[src/rtl/tx_ring_pkg.sv]
package tx_ring_pkg;
  localparam int USED_BIT = 31;
  localparam int WRAP_BIT = 30;
  localparam int LAST_BIT = 15;
  localparam int CNT_W    = 11;

  localparam int FL_UBR  = 0;
  localparam int FL_BEX  = 1;
  localparam int FL_COMP = 2;
  localparam int FL_IRQ  = 3;
  localparam int N_FLAGS = 4;

  typedef enum logic [3:0] {
    S_IDLE, S_RD_A, S_RD_S, S_DEC, S_RD_W, S_CAP, S_EMIT, S_NEXT, S_WB
  } fetch_st_t;
endpackage

[src/rtl/tx_ring_ptr.sv]
module tx_ring_ptr #(
  parameter int MAW = 16
) (
  input  logic           clk_i,
  input  logic           rst_ni,
  input  logic [MAW-1:0] base_i,
  input  logic           hold_base_i,
  input  logic           adv_i,
  input  logic           wrap_i,
  output logic [MAW-1:0] ptr_o
);
  localparam logic [MAW-1:0] DESC_STEP = MAW'(2);

  always_ff @(posedge clk_i or negedge rst_ni) begin
    if (!rst_ni)          ptr_o <= '0;
    else if (hold_base_i) ptr_o <= base_i;
    else if (adv_i)       ptr_o <= wrap_i ? base_i : ptr_o + DESC_STEP;
  end
endmodule

[src/rtl/tx_stat_flags.sv]
module tx_stat_flags #(
  parameter int N = 4
) (
  input  logic         clk_i,
  input  logic         rst_ni,
  input  logic [N-1:0] set_i,
  input  logic [N-1:0] clr_i,
  output logic [N-1:0] q_o
);
  for (genvar i = 0; i < N; i++) begin : g_flag
    always_ff @(posedge clk_i or negedge rst_ni) begin
      if (!rst_ni)       q_o[i] <= 1'b0;
      else if (set_i[i]) q_o[i] <= 1'b1;
      else if (clr_i[i]) q_o[i] <= 1'b0;
    end
  end
endmodule

[src/rtl/tx_byte_out.sv]
module tx_byte_out (
  input  logic        clk_i,
  input  logic        rst_ni,
  input  logic        flush_i,
  input  logic        emit_i,
  input  logic [31:0] word_i,
  input  logic [1:0]  sel_i,
  input  logic        last_i,
  output logic [7:0]  data_o,
  output logic        valid_o,
  output logic        last_o
);
  always_ff @(posedge clk_i or negedge rst_ni) begin
    if (!rst_ni) begin
      data_o  <= '0;
      valid_o <= 1'b0;
      last_o  <= 1'b0;
    end else begin
      valid_o <= emit_i && !flush_i;
      last_o  <= emit_i && !flush_i && last_i;
      if (emit_i) data_o <= word_i[8*sel_i +: 8];
    end
  end

  a_r4_last_with_valid: assert property (@(posedge clk_i) disable iff (!rst_ni)
    last_o |-> valid_o);
  a_r4_gap_after_last: assert property (@(posedge clk_i) disable iff (!rst_ni)
    last_o |=> !valid_o);
  a_r10_quiet_when_off: assert property (@(posedge clk_i) disable iff (!rst_ni)
    flush_i |=> !valid_o);
endmodule

[src/rtl/tx_desc_fetch.sv]
module tx_desc_fetch
  import tx_ring_pkg::*;
#(
  parameter int MAW = 16
) (
  input  logic           clk_i,
  input  logic           rst_ni,
  input  logic           tx_en_i,
  input  logic           tx_start_i,
  input  logic [MAW-1:0] ring_base_i,
  output logic           mem_req_o,
  output logic           mem_we_o,
  output logic [MAW-1:0] mem_addr_o,
  output logic [31:0]    mem_wdata_o,
  input  logic [31:0]    mem_rdata_i,
  output logic [7:0]     tx_data_o,
  output logic           tx_valid_o,
  output logic           tx_last_o,
  input  logic [2:0]     status_clr_i,
  input  logic           irq_clr_i,
  output logic [2:0]     status_o,
  output logic           irq_o
);
  localparam logic [MAW-1:0] ONE_W = MAW'(1);

  fetch_st_t        st_q;
  logic [MAW-1:0]   ptr, first_ptr_q, wptr_q, baddr_q;
  logic [31:0]      first_stat_q, word_q;
  logic [CNT_W-1:0] rem_q;
  logic [1:0]       bsel_q;
  logic             last_q, wrap_q, frame_q;
  logic [N_FLAGS-1:0] fset, fclr, fq;
  logic             in_dec_used, emit, adv;

  assign in_dec_used = tx_en_i && (st_q == S_DEC) && mem_rdata_i[USED_BIT];
  assign emit        = tx_en_i && (st_q == S_EMIT);
  assign adv         = tx_en_i && (st_q == S_NEXT);

  always_ff @(posedge clk_i or negedge rst_ni) begin
    if (!rst_ni) begin
      st_q         <= S_IDLE;
      first_ptr_q  <= '0;
      first_stat_q <= '0;
      wptr_q       <= '0;
      baddr_q      <= '0;
      word_q       <= '0;
      rem_q        <= '0;
      bsel_q       <= '0;
      last_q       <= 1'b0;
      wrap_q       <= 1'b0;
      frame_q      <= 1'b0;
    end else if (!tx_en_i) begin
      st_q    <= S_IDLE;
      frame_q <= 1'b0;
    end else begin
      case (st_q)
        S_IDLE: if (tx_start_i) st_q <= S_RD_A;
        S_RD_A: st_q <= S_RD_S;
        S_RD_S: begin
          baddr_q <= mem_rdata_i[MAW+1:2];
          st_q    <= S_DEC;
        end
        S_DEC: begin
          if (mem_rdata_i[USED_BIT]) begin
            frame_q <= 1'b0;
            st_q    <= S_IDLE;
          end else begin
            if (!frame_q) begin
              first_ptr_q  <= ptr;
              first_stat_q <= mem_rdata_i;
            end
            rem_q  <= mem_rdata_i[CNT_W-1:0];
            last_q <= mem_rdata_i[LAST_BIT];
            wrap_q <= mem_rdata_i[WRAP_BIT];
            wptr_q <= baddr_q;
            bsel_q <= '0;
            st_q   <= (mem_rdata_i[CNT_W-1:0] == '0) ? S_NEXT : S_RD_W;
          end
        end
        S_RD_W: st_q <= S_CAP;
        S_CAP: begin
          word_q <= mem_rdata_i;
          wptr_q <= wptr_q + ONE_W;
          st_q   <= S_EMIT;
        end
        S_EMIT: begin
          rem_q  <= rem_q - CNT_W'(1);
          bsel_q <= bsel_q + 2'd1;
          if (rem_q == CNT_W'(1))  st_q <= S_NEXT;
          else if (bsel_q == 2'd3) st_q <= S_RD_W;
        end
        S_NEXT: begin
          frame_q <= !last_q;
          st_q    <= last_q ? S_WB : S_RD_A;
        end
        S_WB:    st_q <= S_RD_A;
        default: st_q <= S_IDLE;
      endcase
    end
  end

  always_comb begin
    case (st_q)
      S_RD_S:  mem_addr_o = ptr + ONE_W;
      S_RD_W:  mem_addr_o = wptr_q;
      S_WB:    mem_addr_o = first_ptr_q + ONE_W;
      default: mem_addr_o = ptr;
    endcase
  end

  assign mem_req_o   = tx_en_i && (st_q == S_RD_A || st_q == S_RD_S ||
                                   st_q == S_RD_W || st_q == S_WB);
  assign mem_we_o    = tx_en_i && (st_q == S_WB);
  assign mem_wdata_o = first_stat_q | (32'h1 << USED_BIT);

  always_comb begin
    fset          = '0;
    fset[FL_UBR]  = in_dec_used && !frame_q;
    fset[FL_BEX]  = in_dec_used && frame_q;
    fset[FL_COMP] = mem_we_o;
    fset[FL_IRQ]  = mem_we_o;
  end
  assign fclr = {irq_clr_i, status_clr_i};

  tx_ring_ptr #(.MAW(MAW)) u_ptr (
    .clk_i      (clk_i),
    .rst_ni     (rst_ni),
    .base_i     (ring_base_i),
    .hold_base_i(!tx_en_i),
    .adv_i      (adv),
    .wrap_i     (wrap_q),
    .ptr_o      (ptr)
  );

  tx_stat_flags #(.N(N_FLAGS)) u_flags (
    .clk_i (clk_i),
    .rst_ni(rst_ni),
    .set_i (fset),
    .clr_i (fclr),
    .q_o   (fq)
  );

  tx_byte_out u_bytes (
    .clk_i  (clk_i),
    .rst_ni (rst_ni),
    .flush_i(!tx_en_i),
    .emit_i (emit),
    .word_i (word_q),
    .sel_i  (bsel_q),
    .last_i (last_q && (rem_q == CNT_W'(1))),
    .data_o (tx_data_o),
    .valid_o(tx_valid_o),
    .last_o (tx_last_o)
  );

  assign status_o = fq[FL_COMP:FL_UBR];
  assign irq_o    = fq[FL_IRQ];

  a_r7_comp_after_wb: assert property (@(posedge clk_i) disable iff (!rst_ni)
    $rose(status_o[2]) |-> $past(mem_we_o));
  a_r5_stop_is_quiet: assert property (@(posedge clk_i) disable iff (!rst_ni)
    $rose(status_o[0]) |-> (!tx_valid_o && !mem_req_o));
  a_r6_bex_no_comp: assert property (@(posedge clk_i) disable iff (!rst_ni)
    $rose(status_o[1]) |-> !$past(mem_we_o));
endmodule

[config.mk]
export PLATFORM = sky130hd
export DESIGN_NAME = tx_desc_fetch
export DESIGN_NICKNAME = d
export VERILOG_FILES = /design/src/rtl/tx_ring_pkg.sv /design/src/rtl/tx_ring_ptr.sv /design/src/rtl/tx_stat_flags.sv /design/src/rtl/tx_byte_out.sv /design/src/rtl/tx_desc_fetch.sv
export SDC_FILE = /design/constraint.sdc
export NUM_CORES = 1
export LEC_CHECK = 0
export ABC_AREA = 1
export BUFFER_PORTS_ARGS = -buffer_cell sky130_fd_sc_hd__buf_4
export CORE_ASPECT_RATIO = 0.7
export CORE_UTILIZATION = 50
export DETAILED_ROUTE_END_ITERATION = 8
export PLACE_DENSITY = 0.72
export SYNTH_ARGS = -nofsm -noshare
export SYNTH_HDL_FRONTEND = slang
export SYNTH_SLANG_ARGS = --single-unit
[constraint.sdc]
create_clock -name clk_i -period 4.46 [get_ports clk_i]
set_input_delay 0.446 -clock clk_i [delete_from_list [all_inputs] [get_ports clk_i]]
set_output_delay 0.446 -clock clk_i [all_outputs]
set_load 0.02 [all_outputs]
# == Word level (Yosys, flattened, before mapping) ==
# Index checks and enable logic that the tools add are counted.
# op_classes
n_addsub,6
eq_ne,16
shift,1
n_mux,29
n_bitwise,2
n_reduce_logical,32
# ops
op,n
$mux W16,4
$add A16 B1 Y16 const B,3
$pmux W16 S3,1
$pmux W4 S9,1
$pmux W16 S2,1
$shiftx A32 B6 Y8,1
$pmux W11 S2,1
$mux W4,5
$add A16 B2 Y16 const B,1
$eq A4 B3 Y1 const B,4
$reduce_bool A2 Y1,6
$eq A11 B1 Y1 const B,1
$logic_and A1 B1 Y1,11
$logic_not A11 Y1,1
$mux W11,1
$sub A11 B1 Y11 const B,1
$mux W1,10
$reduce_and A3 Y1,3
$eq A4 B2 Y1 const B,2
$reduce_and A2 Y1,4
$ne A3 B3 Y1 const B,2
$eq A4 B1 Y1 const B,1
$eq A4 B4 Y1 const B,1
$logic_not A4 Y1,1
other kinds (14),19
# word_totals
ff_bits,161
word_cells,105

# == Depth between registers and ports, before layout ==
# Gate-level depths: netlist (run 1).
# depth
depth_word,5
depth_mapped,14
mapped_depth_nobuf,13

# == Modules after synthesis ==
# Synthesis (run 1) repeated with hierarchy kept, for this count alone.
# hier_totals
cells_unflattened,1191
hier_area_um2,8777.2
# by_module_without_submodules
mod,n_inst,cells_each,area_each_um2,seq_area_each_um2
tx_desc_fetch,1,886,6765.2,3278.1
tx_ring_ptr,1,153,1088.5,400.4
tx_byte_out,1,132,763.2,250.2
tx_stat_flags,1,20,160.2,100.1

# == Worst setup path before layout (run 1) ==
# OpenSTA, ideal clock, no wires.
# synth_timing
path_type,register to output
start,register st_q[2]
end,output port mem_addr_o[2]
arrival_ns,1.895
setup_slack_ns,2.119
path_stages_with_launch,10
path_cell_list,dfrtp_1 > nor2_8 > nand2_2 > buf_6 > nand2_1 > nand2_1 > ha_1 > nand2_1 > inv_2 > o31ai_1
# synth_via
elab_chain_len,2
# synth_rtl
element,line_no,rtl
"start, declared",tx_desc_fetch.sv:26,fetch_st_t st_q;
"start signal, assigned",tx_desc_fetch.sv:77,st_q <= (mem_rdata_i[CNT_W-1:0] == '0) ? S_NEXT : S_RD_W;
"start signal, assigned",tx_desc_fetch.sv:94,st_q <= last_q ? S_WB : S_RD_A;
"$eq A4 B4 Y1, or another cell as far along",tx_desc_fetch.sv:103,case (st_q)
$pmux W16 S3 *,tx_desc_fetch.sv:103,
"end, declared",tx_desc_fetch.sv:13,"output logic [MAW-1:0] mem_addr_o,"
# Every way passes the cells marked *; elsewhere a longest branch is shown, timed or not.

# == Final worst setup path (run 1) ==
# layout_timing
start,register st_q[1]
end,output port mem_addr_o[3]
# The elaborated chain is that of the path after synthesis.

==> results of run 1 <==
-- Yosys cell counts (all sizes together) (4+ instances only) --
master	count
o211ai	10
nand2	324
nand3b	10
a31oi	5
o221ai	4
a21oi	28
ha	6
o21ai	171
o22ai	8
nor3	12
clkbuf	21
a22oi	13
nand3	67
inv	116
nand4	15
dfrtp	161
xor2	6
buf	30
nor2	96
-- cell families after synthesis --
group / after synthesis / synth area share (%)
AO/OA/AOI/OAI: 250 / 16.4
buffers and inverters: 168 / 8.11
multiplexers: 1 / 0.132
XOR/XNOR: 8 / 0.819
AND/OR/NAND/NOR: 530 / 26.5
other: 1 / 0.0439
flip-flops: 161 / 47.1
adder cells (fa/ha/maj): 6 / 0.878
-- worst paths after layout --
| path | cells after the start | to | startpoint | slack [ns] |
|---|---|---|---|---|
| setup / recovery | 8 | mem_addr_o[3] | st_q[1] | 0.98 |
| min in group clk_i | 2 | u_flags.q_o[0] | status_clr_i[0] | 0.21 |
| setup reg to reg | 11 | rem_q[7] | st_q[3] | 1.64 |
| hold / removal | 1 | first_stat_q[19] | rst_ni | 0.14 |
| hold reg to reg | 2 | baddr_q[7] | baddr_q[7] | 0.48 |
| max in group asynchronous | 2 | wptr_q[12] | rst_ni | 3.46 |
-- metrics by stage --
| step | cell area, µm² | setup WS (ns) | total power [mW] | util, % | std cells |
|---|---|---|---|---|---|
| floorplan | 8550 | 2.12 | 3.53 | - | 1125 |
| global placement | 9530 | 1.55 | 4.29 | 57.8 | 1423 |
| detailed placement | 9530 | 1.46 | 4.33 | 57.8 | 1423 |
| CTS | 10100 | 1.02 | 5.75 | 61.2 | 1455 |
| global route | 10100 | 0.765 | 6.11 | 61.2 | 1455 |
| finish | 10100 | 0.982 | 5.76 | 61.2 | 1455 |
-- power breakdown --
part	leakage [nW]	internal [mW]	total, mW	switching [mW]
combinational	2.67	0.737	1.92	1.18
clock	0.265	0.781	1.41	0.630
sequential	2.07	1.97	2.43	0.463
total	5.00	3.48	5.76	2.27
-- sequential cells by signal, summed over array words and instances, names as in the netlist, 2 cells and up --
register and flops:
first_ptr_q 16, rem_q 11, u_bytes.data_o 8, u_flags.q_o 4, baddr_q 16, word_q 32, wptr_q 16, bsel_q 2
u_ptr.ptr_o 16, first_stat_q 31, st_q 4
-- layout make-up --
cell class / count / area, µm² / area share, %
Timing Repair Buffer: 124 / 947 / 9.39
Inverter: 117 / 439 / 4.35
Clock inverter: 13 / 128 / 1.26
Tap cell: 225 / 282 / 2.79
Clock buffer: 19 / 433 / 4.29
Multi-Input combinational cell: 796 / 3830 / 38.0
Sequential cell: 161 / 4030 / 39.9
-- worst max-delay path, delay by kind of cell, from the launching register on --
kind	cells	cell delay, ns
simple gates	3	1.31
buf+inv	4	0.67
flops	1	0.40
compound gates	1	0.22
-- routing by layer --
layer  GRT usage (%)  wire, µm  up-vias
met1            49.0     12700     3738
met2            40.8     10400      355
met4            5.38       277        0
met5               0         0        -
li1                -         -     3881
met3            6.85      2270       27
==> flow_metrics.py, run 1 <==
metrics = {
    "synth": {
        "synth_nets": 1187,
        "synth.distinct_cells": 46,
        "synth_area_leaders": "dfrtp_1, nand2_1, o21ai_0",
        "ys_warn_count": 0,
        "synth_ff_type": "dfrtp_1",
        "synth-async-reset-ratio_pct": 100,
        "synth-seq-cells": 161,
        "syn_avg_cell_area_um2": 7.60,
        "yosysTopAreaCell": "dfrtp_1",
        "ys_seq_area_share_pct": 47.1,
        "synth_top_cell_area_share_pct": 47.1,
        "netlist_instances": 1125,
        "synth_area_um2": 8550,
        "synth_enable_flop_cells": 0,
    },
    "sta": {
        "hold_slack_ns": 0.142,
        "tightest_slew_ns": 1.01,
        "setup_viol": 0,
        "max_freq_mhz": 288,
        "fin_crit_sh_pct": 78.0,
        "fin_tns_setup_ns": 0,
        "final_hold_viol_count": 0,
        "slew_headroom_pct": 32.5,
        "drv_slew": 0,
        "rsz0062_at_grt": "false",
        "finalCriticalPeriod_ns": 3.48,
        "skew_ns": 0.0102,
    },
    "clock_network": {
        "cts_root_buf": "clkbuf_16",
        "cts_resized": 0,
        "cts_buffers": 17,
        "ctsLongestPathBuffers": 2,
        "hold_buffers": 0,
        "clk_pin_slew_ns": 0.07,
        "cts_tree": "yes",
        "cts.sinks": 161,
        "cts_setup_buffers": 0,
        "htree_num_levels": 4,
        "clk_latency_ns": 0.43,
    },
    "grt": {
        "grt_max_degree": 111,
        "antenna_found_initial": 0,
        "grt_usage_pct": 30.2,
        "grt_pass1_wl_um": 40200,
        "grt_pass1_vias": 7256,
        "grt_overflow": 0,
    },
    "cells_and_area": {
        "drive_gt1_share_pct": 15.9,
        "fin_nets": 1279,
        "n_antenna_cell": 0,
        "area_delta_synth_final_pct": 18.0,
        "final_common_cell": "nand2_1",
        "fillers": 1533,
        "layout_common_cells": "nand2_1, dfrtp_1, o21ai_0, buf_4, inv_1",
    },
    "placement": {
        "port_buffers": 118,
        "hpwl_um": 19200,
        "place_congestion": 1.00,
    },
    "floorplanning": {
        "die_area_um2": 17600,
        "die_h_um": 111,
        "core_um2": 16500,
        "start_util_pct": 51.8,
        "die_x_um": 158,
        "rows": 39,
        "ios": 120,
    },
    "worst_setup_path": {
        "arrival_ns": 3.03,
        "required_ns": 4.01,
        "path_cells": "nor2_2, buf_4, nand2_2, inv_2, nor2_1, inv_1, o221ai_1, buf_4",
        "crit_top_cell": "buf_4",
        "crit_path_end_kind": "output port",
        "slowest_stage": "nor2_1",
        "max_stage_delay_ns": 0.80,
        "critPathLaunchType": "register",
        "crit_fanout": 30,
        "critPathKind": "register to output port",
    },
    "power_and_ir_drop": {
        "peakVddDrop_v": 0.000303,
        "power_density_nw_per_um2": 571,
        "p_leak_nw": 5.00,
    },
    "drt": {
        "route.detailed.wl_per_inst_um": 17.7,
        "vias_per_cell": 5.50,
        "first_iter_violations": 845,
        "drc": 0,
        "drt-pass1-iter-count": 5,
        "drt_wl_total_um": 25700,
        "num_vias": 8001,
        "drtAntennaViolNets": 0,
    },
    "min_path": {
        "hold_class": "primary input to asynchronous set/reset pin",
    },
    "flow_run": {
        "max_cap_viol_count": 0,
    },
    "outcome": {
        "run_status": "finished, final reports clean",
    },
}
No activity file was read; power rests on OpenSTA's default activity.
==> run 2, diff against run 1 <==
==> constraint.sdc (replaced) <==
create_clock -name clk_i -period 3.27 [get_ports clk_i]
set_input_delay 0.327 -clock clk_i [delete_from_list [all_inputs] [get_ports clk_i]]
set_output_delay 0.327 -clock clk_i [all_outputs]
set_load 0.02 [all_outputs]
==> run 2 against run 1 <==
Register-to-register slack worse by 1.0 ns; largest cell class unchanged; sequential power increased by 35%; wire length fell by 1.3%.
==> flow_metrics.py, run 2 (same netlist as run 1, synthesis figures left out) <==
metrics = {
    "placement": {
        "place_worst_setup_slack_ns": 0.687,
        "port_buffers": 118,
        "postPlaceCellArea_um2": 9580,
        "place_congestion": 0.967,
        "hpwl_um": 19100,
        "place_inst": 1429,
    },
    "grt": {
        "grt_overflow": 0,
        "grt_pass1_vias": 7285,
        "grt_pass1_wl_um": 40500,
        "antenna_found_initial": 0,
        "grt_usage_pct": 30.4,
        "grt_max_degree": 87,
    },
    "worst_setup_path": {
        "path_cells": "nor2_8, nand2_2, buf_4, nand2_1, nand2_1, nor2_1, nand2_1, nor2_1, nand2_1, nand2_1, nand3_1, nand2_1, buf_4",
        "critPathLaunchType": "register",
        "r2r_start": "st_q[3]",
        "setup.worst_path.start": "st_q[2]",
        "arrival_ns": 2.73,
        "crit_fanout": 28,
        "reg2reg_slack_ns": 0.59,
        "crit_top_cell": "nand2_1",
        "regToRegEndpoint": "wptr_q[15]",
        "endpoint": "mem_addr_o[15]",
        "critPathKind": "register to output port",
        "reg2reg_depth": 11,
        "required_ns": 2.94,
        "crit_path_end_kind": "output port",
        "max_stage_delay_ns": 0.47,
        "slowest_stage": "dfrtp_1",
    },
    "clock_network": {
        "clk_latency_ns": 0.43,
        "clk_pin_slew_ns": 0.07,
        "cts_setup_buffers": 0,
        "cts_root_buf": "clkbuf_16",
        "cts.sinks": 161,
        "cts_resized": 0,
        "cts_buffers": 17,
        "cts_tree": "yes",
        "ctsLongestPathBuffers": 2,
        "htree_num_levels": 4,
    },
    "cells_and_area": {
        "stdcell_count": 1462,
        "fin_nets": 1286,
        "fin_area_um2": 10100,
        "drive_gt1_share_pct": 16.2,
        "area_delta_synth_final_pct": 18.6,
        "top_regs": "word_q x32, first_stat_q x31",
        "fillers": 1543,
        "multiInputGateArea_um2": 3830,
        "layout_common_cells": "nand2_1, dfrtp_1, o21ai_0, buf_4, inv_1",
        "largest_reg_flops": 32,
        "final_common_cell": "nand2_1",
        "top_register": "word_q",
        "seqCellArea_um2": 4030,
        "n_antenna_cell": 0,
    },
    "drt": {
        "drtAntennaViolNets": 0,
        "drt-pass1-iter-count": 7,
        "first_iter_violations": 794,
        "vias_per_cell": 5.51,
        "num_vias": 8061,
        "drt_wl_total_um": 25300,
        "route.detailed.wl_per_inst_um": 17.3,
        "drc": 0,
    },
    "sta": {
        "drv_slew": 0,
        "tightest_slew_ns": 0.869,
        "fin_crit_sh_pct": 93.4,
        "skew_ns": 0.0132,
        "rsz0062_at_grt": "false",
        "setup_viol": 0,
        "max_freq_mhz": 327,
        "setup_ws_ns": 0.215,
        "finalCriticalPeriod_ns": 3.05,
        "final_hold_viol_count": 0,
        "fin_tns_setup_ns": 0,
        "slew_headroom_pct": 41.9,
    },
    "floorplanning": {
        "ios": 120,
        "die_h_um": 111,
        "die_area_um2": 17600,
        "die_x_um": 158,
        "start_util_pct": 51.8,
        "rows": 39,
        "core_um2": 16500,
    },
    "outcome": {
        "run_status": "finished, final reports clean",
    },
    "power_and_ir_drop": {
        "power_density_nw_per_um2": 774,
        "peakVddDrop_v": 0.000446,
        "p_leak_nw": 5.03,
    },
    "flow_run": {
        "max_cap_viol_count": 0,
    },
    "min_path": {
        "hold_class": "primary input to register",
        "holdCritStartpoint": "irq_clr_i",
    },
}
[run 2: cell count changes in the layout (fill, tap and decap cells not counted), sizes merged]
cell,before,now
buf,124,130
clkinv,3,4
dlygate4sd3,0,1
clkinvlp,4,3
[run 2: per-stage QoR]
stage          hold slack, ns  util, %  power, mW
6_report               0.0911     61.5       7.85
5_1_grt                0.0973     61.5       8.36
4_1_cts                0.0890     61.5       7.84
3_5_place_dp            0.451     58.1       5.91
3_3_place_gp            0.447     58.1       5.85
2_1_floorplan          0.0314        -       4.82
[run 2: power by group]
part,total (mW),switching [mW],internal [mW]
clock network,1.92,0.855,1.06
registers,3.29,0.611,2.68
logic,2.64,1.63,1.01
total,7.85,3.09,4.76
[run 2: how the worst min path moves through the flow]
stage	end	slack, ns	cells past startpoint
6_report	u_flags.q_o[3]	0.09	2
5_1_grt	u_flags.q_o[1]	0.1	2
2_1_floorplan	baddr_q[0]	0.03	0
4_1_cts	u_flags.q_o[3]	0.09	2
3_5_place_dp	u_bytes.data_o[4]	0.45	1
3_3_place_gp	u_bytes.valid_o	0.45	1
[run 2: layout make-up]
| class | count | area share [%] |
|---|---|---|
| Sequential cell | 161 | 39.7 |
| Multi-Input combinational cell | 796 | 37.8 |
| Timing Repair Buffer | 131 | 9.88 |
| Inverter | 117 | 4.33 |
| Clock buffer | 19 | 4.27 |
| Tap cell | 225 | 2.78 |
| Clock inverter | 13 | 1.25 |
[run 2: timing repair]
| action | in CTS | in global routing |
|---|---|---|
| endpoints found under the setup margin | 0 | 0 |
| hold endpoints to repair | 6 | 0 |
| hold buffers | 1 | 0 |
[run 2: routing by layer]
metal,share of wire [%],global-route usage [%],vias up
li1,-,-,3884
met1,50,49.5,3798
met2,39,39.9,360
met4,0.84,6.41,0
met3,10,7.55,19
met5,0,0,-
[run 2: critical path: cells and delay by family (launching register included)]
| kind | cells | cell delay, ns |
|---|---|---|
| buffers and inverters | 2 | 0.42 |
| and+or+nand+nor | 11 | 1.40 |
| DFF | 1 | 0.47 |
==> run 3, diff against run 2 <==
--- a/config.mk
+++ b/config.mk
@@ -7,10 +7,9 @@
 export LEC_CHECK = 0
 export ABC_AREA = 1
 export BUFFER_PORTS_ARGS = -buffer_cell sky130_fd_sc_hd__buf_4
-export CORE_ASPECT_RATIO = 0.7
-export CORE_UTILIZATION = 50
+export CORE_UTILIZATION = 55
 export DETAILED_ROUTE_END_ITERATION = 8
-export PLACE_DENSITY = 0.72
+export PLACE_DENSITY = 0.78
 export SYNTH_ARGS = -nofsm -noshare
 export SYNTH_HDL_FRONTEND = slang
 export SYNTH_SLANG_ARGS = --single-unit
==> run 3 against run 2 <==
Clock power is 4% higher; final cell count is 2.6% lower; first-iteration DRC count is 11% lower; combinational power is 2% lower.
==> flow_metrics.py, run 3 (same netlist as run 1, synthesis figures left out) <==
metrics = {
    "cells_and_area": {
        "stdcell_count": 1424,
        "finish.utilization_pct": 66.6,
        "fin_nets": 1285,
        "fin_area_um2": 10100,
        "top_register": "word_q",
        "fillers": 1296,
        "largest_reg_flops": 32,
        "top_regs": "word_q x32, first_stat_q x31",
        "n_antenna_cell": 0,
        "layout_common_cells": "nand2_1, dfrtp_1, o21ai_0, buf_4, inv_1",
        "final_common_cell": "nand2_1",
        "area_delta_synth_final_pct": 18.4,
        "drive_gt1_share_pct": 16.3,
    },
    "worst_setup_path": {
        "regToRegEndpoint": "rem_q[7]",
        "required_ns": 2.94,
        "reg2reg_depth": 12,
        "r2r_start": "st_q[3]",
        "reg2reg_slack_ns": 0.86,
        "critPathLaunchType": "register",
        "crit_fanout": 28,
        "crit_path_end_kind": "output port",
        "critPathKind": "register to output port",
        "arrival_ns": 2.68,
    },
    "sta": {
        "setup_viol": 0,
        "fin_crit_sh_pct": 92.1,
        "drv_slew": 0,
        "max_freq_mhz": 332,
        "skew_ns": 0.00676,
        "final_hold_viol_count": 0,
        "tightest_slew_ns": 0.856,
        "slew_headroom_pct": 42.8,
        "fin_tns_setup_ns": 0,
        "rsz0062_at_grt": "false",
        "finalCriticalPeriod_ns": 3.01,
    },
    "clock_network": {
        "cts_buffers": 17,
        "clk_pin_slew_ns": 0.06,
        "clk_latency_ns": 0.43,
        "cts_tree": "yes",
        "cts.sinks": 161,
        "cts_root_buf": "clkbuf_16",
        "ctsLongestPathBuffers": 2,
        "htree_num_levels": 4,
    },
    "drt": {
        "drtAntennaViolNets": 0,
        "drc": 0,
        "route.detailed.wl_per_inst_um": 16.0,
        "num_vias": 7905,
        "vias_per_cell": 5.55,
        "first_iter_violations": 708,
        "drt_wl_total_um": 22800,
        "drt-pass1-iter-count": 5,
    },
    "placement": {
        "place_inst": 1391,
        "postPlaceCellArea_um2": 9520,
        "hpwl_um": 16500,
        "place_congestion": 0.983,
        "port_buffers": 118,
    },
    "floorplanning": {
        "start_util_pct": 56.2,
        "core_um2": 15200,
        "ios": 120,
        "rows": 45,
        "die_h_um": 127,
        "die_area_um2": 16000,
        "die_x_um": 127,
    },
    "min_path": {
        "hold_class": "primary input to register",
        "min_to": "u_flags.q_o[2]",
        "holdCritStartpoint": "status_clr_i[2]",
        "hold_depth": 2,
    },
    "power_and_ir_drop": {
        "p_comb_share_pct": 33.0,
        "power_density_nw_per_um2": 775,
        "cellInternalPower_mw": 4.86,
        "p_clk_share_pct": 25.4,
        "peakVddDrop_v": 0.000497,
        "p_leak_nw": 5.05,
        "p_sw_share_pct": 38.0,
        "p_sw_mw": 2.98,
        "pwr-share-seq_pct": 41.6,
    },
    "grt": {
        "grt_pass1_vias": 7529,
        "antenna_found_initial": 0,
        "grt_overflow": 0,
        "grt_usage_pct": 30.2,
        "grt_pass1_wl_um": 37900,
        "grt_max_degree": 79,
    },
    "outcome": {
        "run_status": "finished, final reports clean",
    },
    "flow_run": {
        "max_cap_viol_count": 0,
    },
}
## run 3: changes by cell type in the layout (fill, tap and decap cells not counted), sizes merged
cell	before	now
clkbuf	19	23
clkinvlp	3	1
inv	122	120
buf	130	129
## run 3: worst max-delay path by stage
stage                     slack, ns     from  cells past startpoint            end
final                          0.26  st_q[3]                     13  mem_addr_o[7]
after global routing           0.05  st_q[3]                     13  mem_addr_o[7]
after CTS                      0.29  st_q[3]                     13  mem_addr_o[7]
after detailed placement       0.77  st_q[3]                     13  mem_addr_o[7]
after global placement         0.83  st_q[2]                     12  mem_addr_o[7]
after floorplan                1.05  st_q[2]                      9  mem_addr_o[2]
## run 3: cell type report
class	instances	area, µm²	area share [%]
flip-flops and latches	161	4030	39.8
multi-input cells	796	3830	37.9
clock inverters	9	93.8	0.927
clock buffers	23	498	4.92
inverters	117	439	4.34
well taps	188	235	2.32
repair buffers	130	995	9.83
## run 3: metal layers
metal	wire, µm	GRT usage [%]	part of all wire, %
met5	0	0	0
met4	511	11.0	2.2
met3	1430	6.71	6.3
met2	11000	49.2	48
met1	9900	39.9	43
## run 3: stage by stage
stage | total power [mW] | setup WS, ns | hold WS [ns]
after floorplan | 4.82 | 1.05 | 0.0314
after global placement | 5.77 | 0.829 | 0.404
after detailed placement | 5.84 | 0.771 | 0.407
after CTS | 7.86 | 0.291 | 0.0798
after global routing | 8.35 | 0.0450 | 0.0934
final | 7.84 | 0.260 | 0.0908
## run 3: what timing repair did
item	4_1_cts	5_1_grt
buffers inserted	0	0
endpoints found under the hold margin	75	0
endpoints found under the setup margin	0	0
gates resized for setup	0	0
hold buffers	1	0
## run 3: power by group through the flow
stage                     logic, mW  clock network, mW  registers, mW
after CTS                      2.59               2.01           3.25
after floorplan                1.49                  0           3.33
after global routing           2.88               2.11           3.35
after global placement         2.50                  0           3.27
after detailed placement       2.57                  0           3.27
final                          2.58               1.99           3.27
## run 3: critical path, stage by stage (launching register included)
cell and delay (ns):
dfrtp_1 0.42, inv_2 0.10, nor2_8 0.29, nand2_2 0.17, buf_4 0.25, nand2_1 0.09, nand2_2 0.08, nor2_2 0.15
nand2_1 0.10, nor2_2 0.15, nand2_1 0.07, nand3_1 0.09, nand3_1 0.11, buf_4 0.18
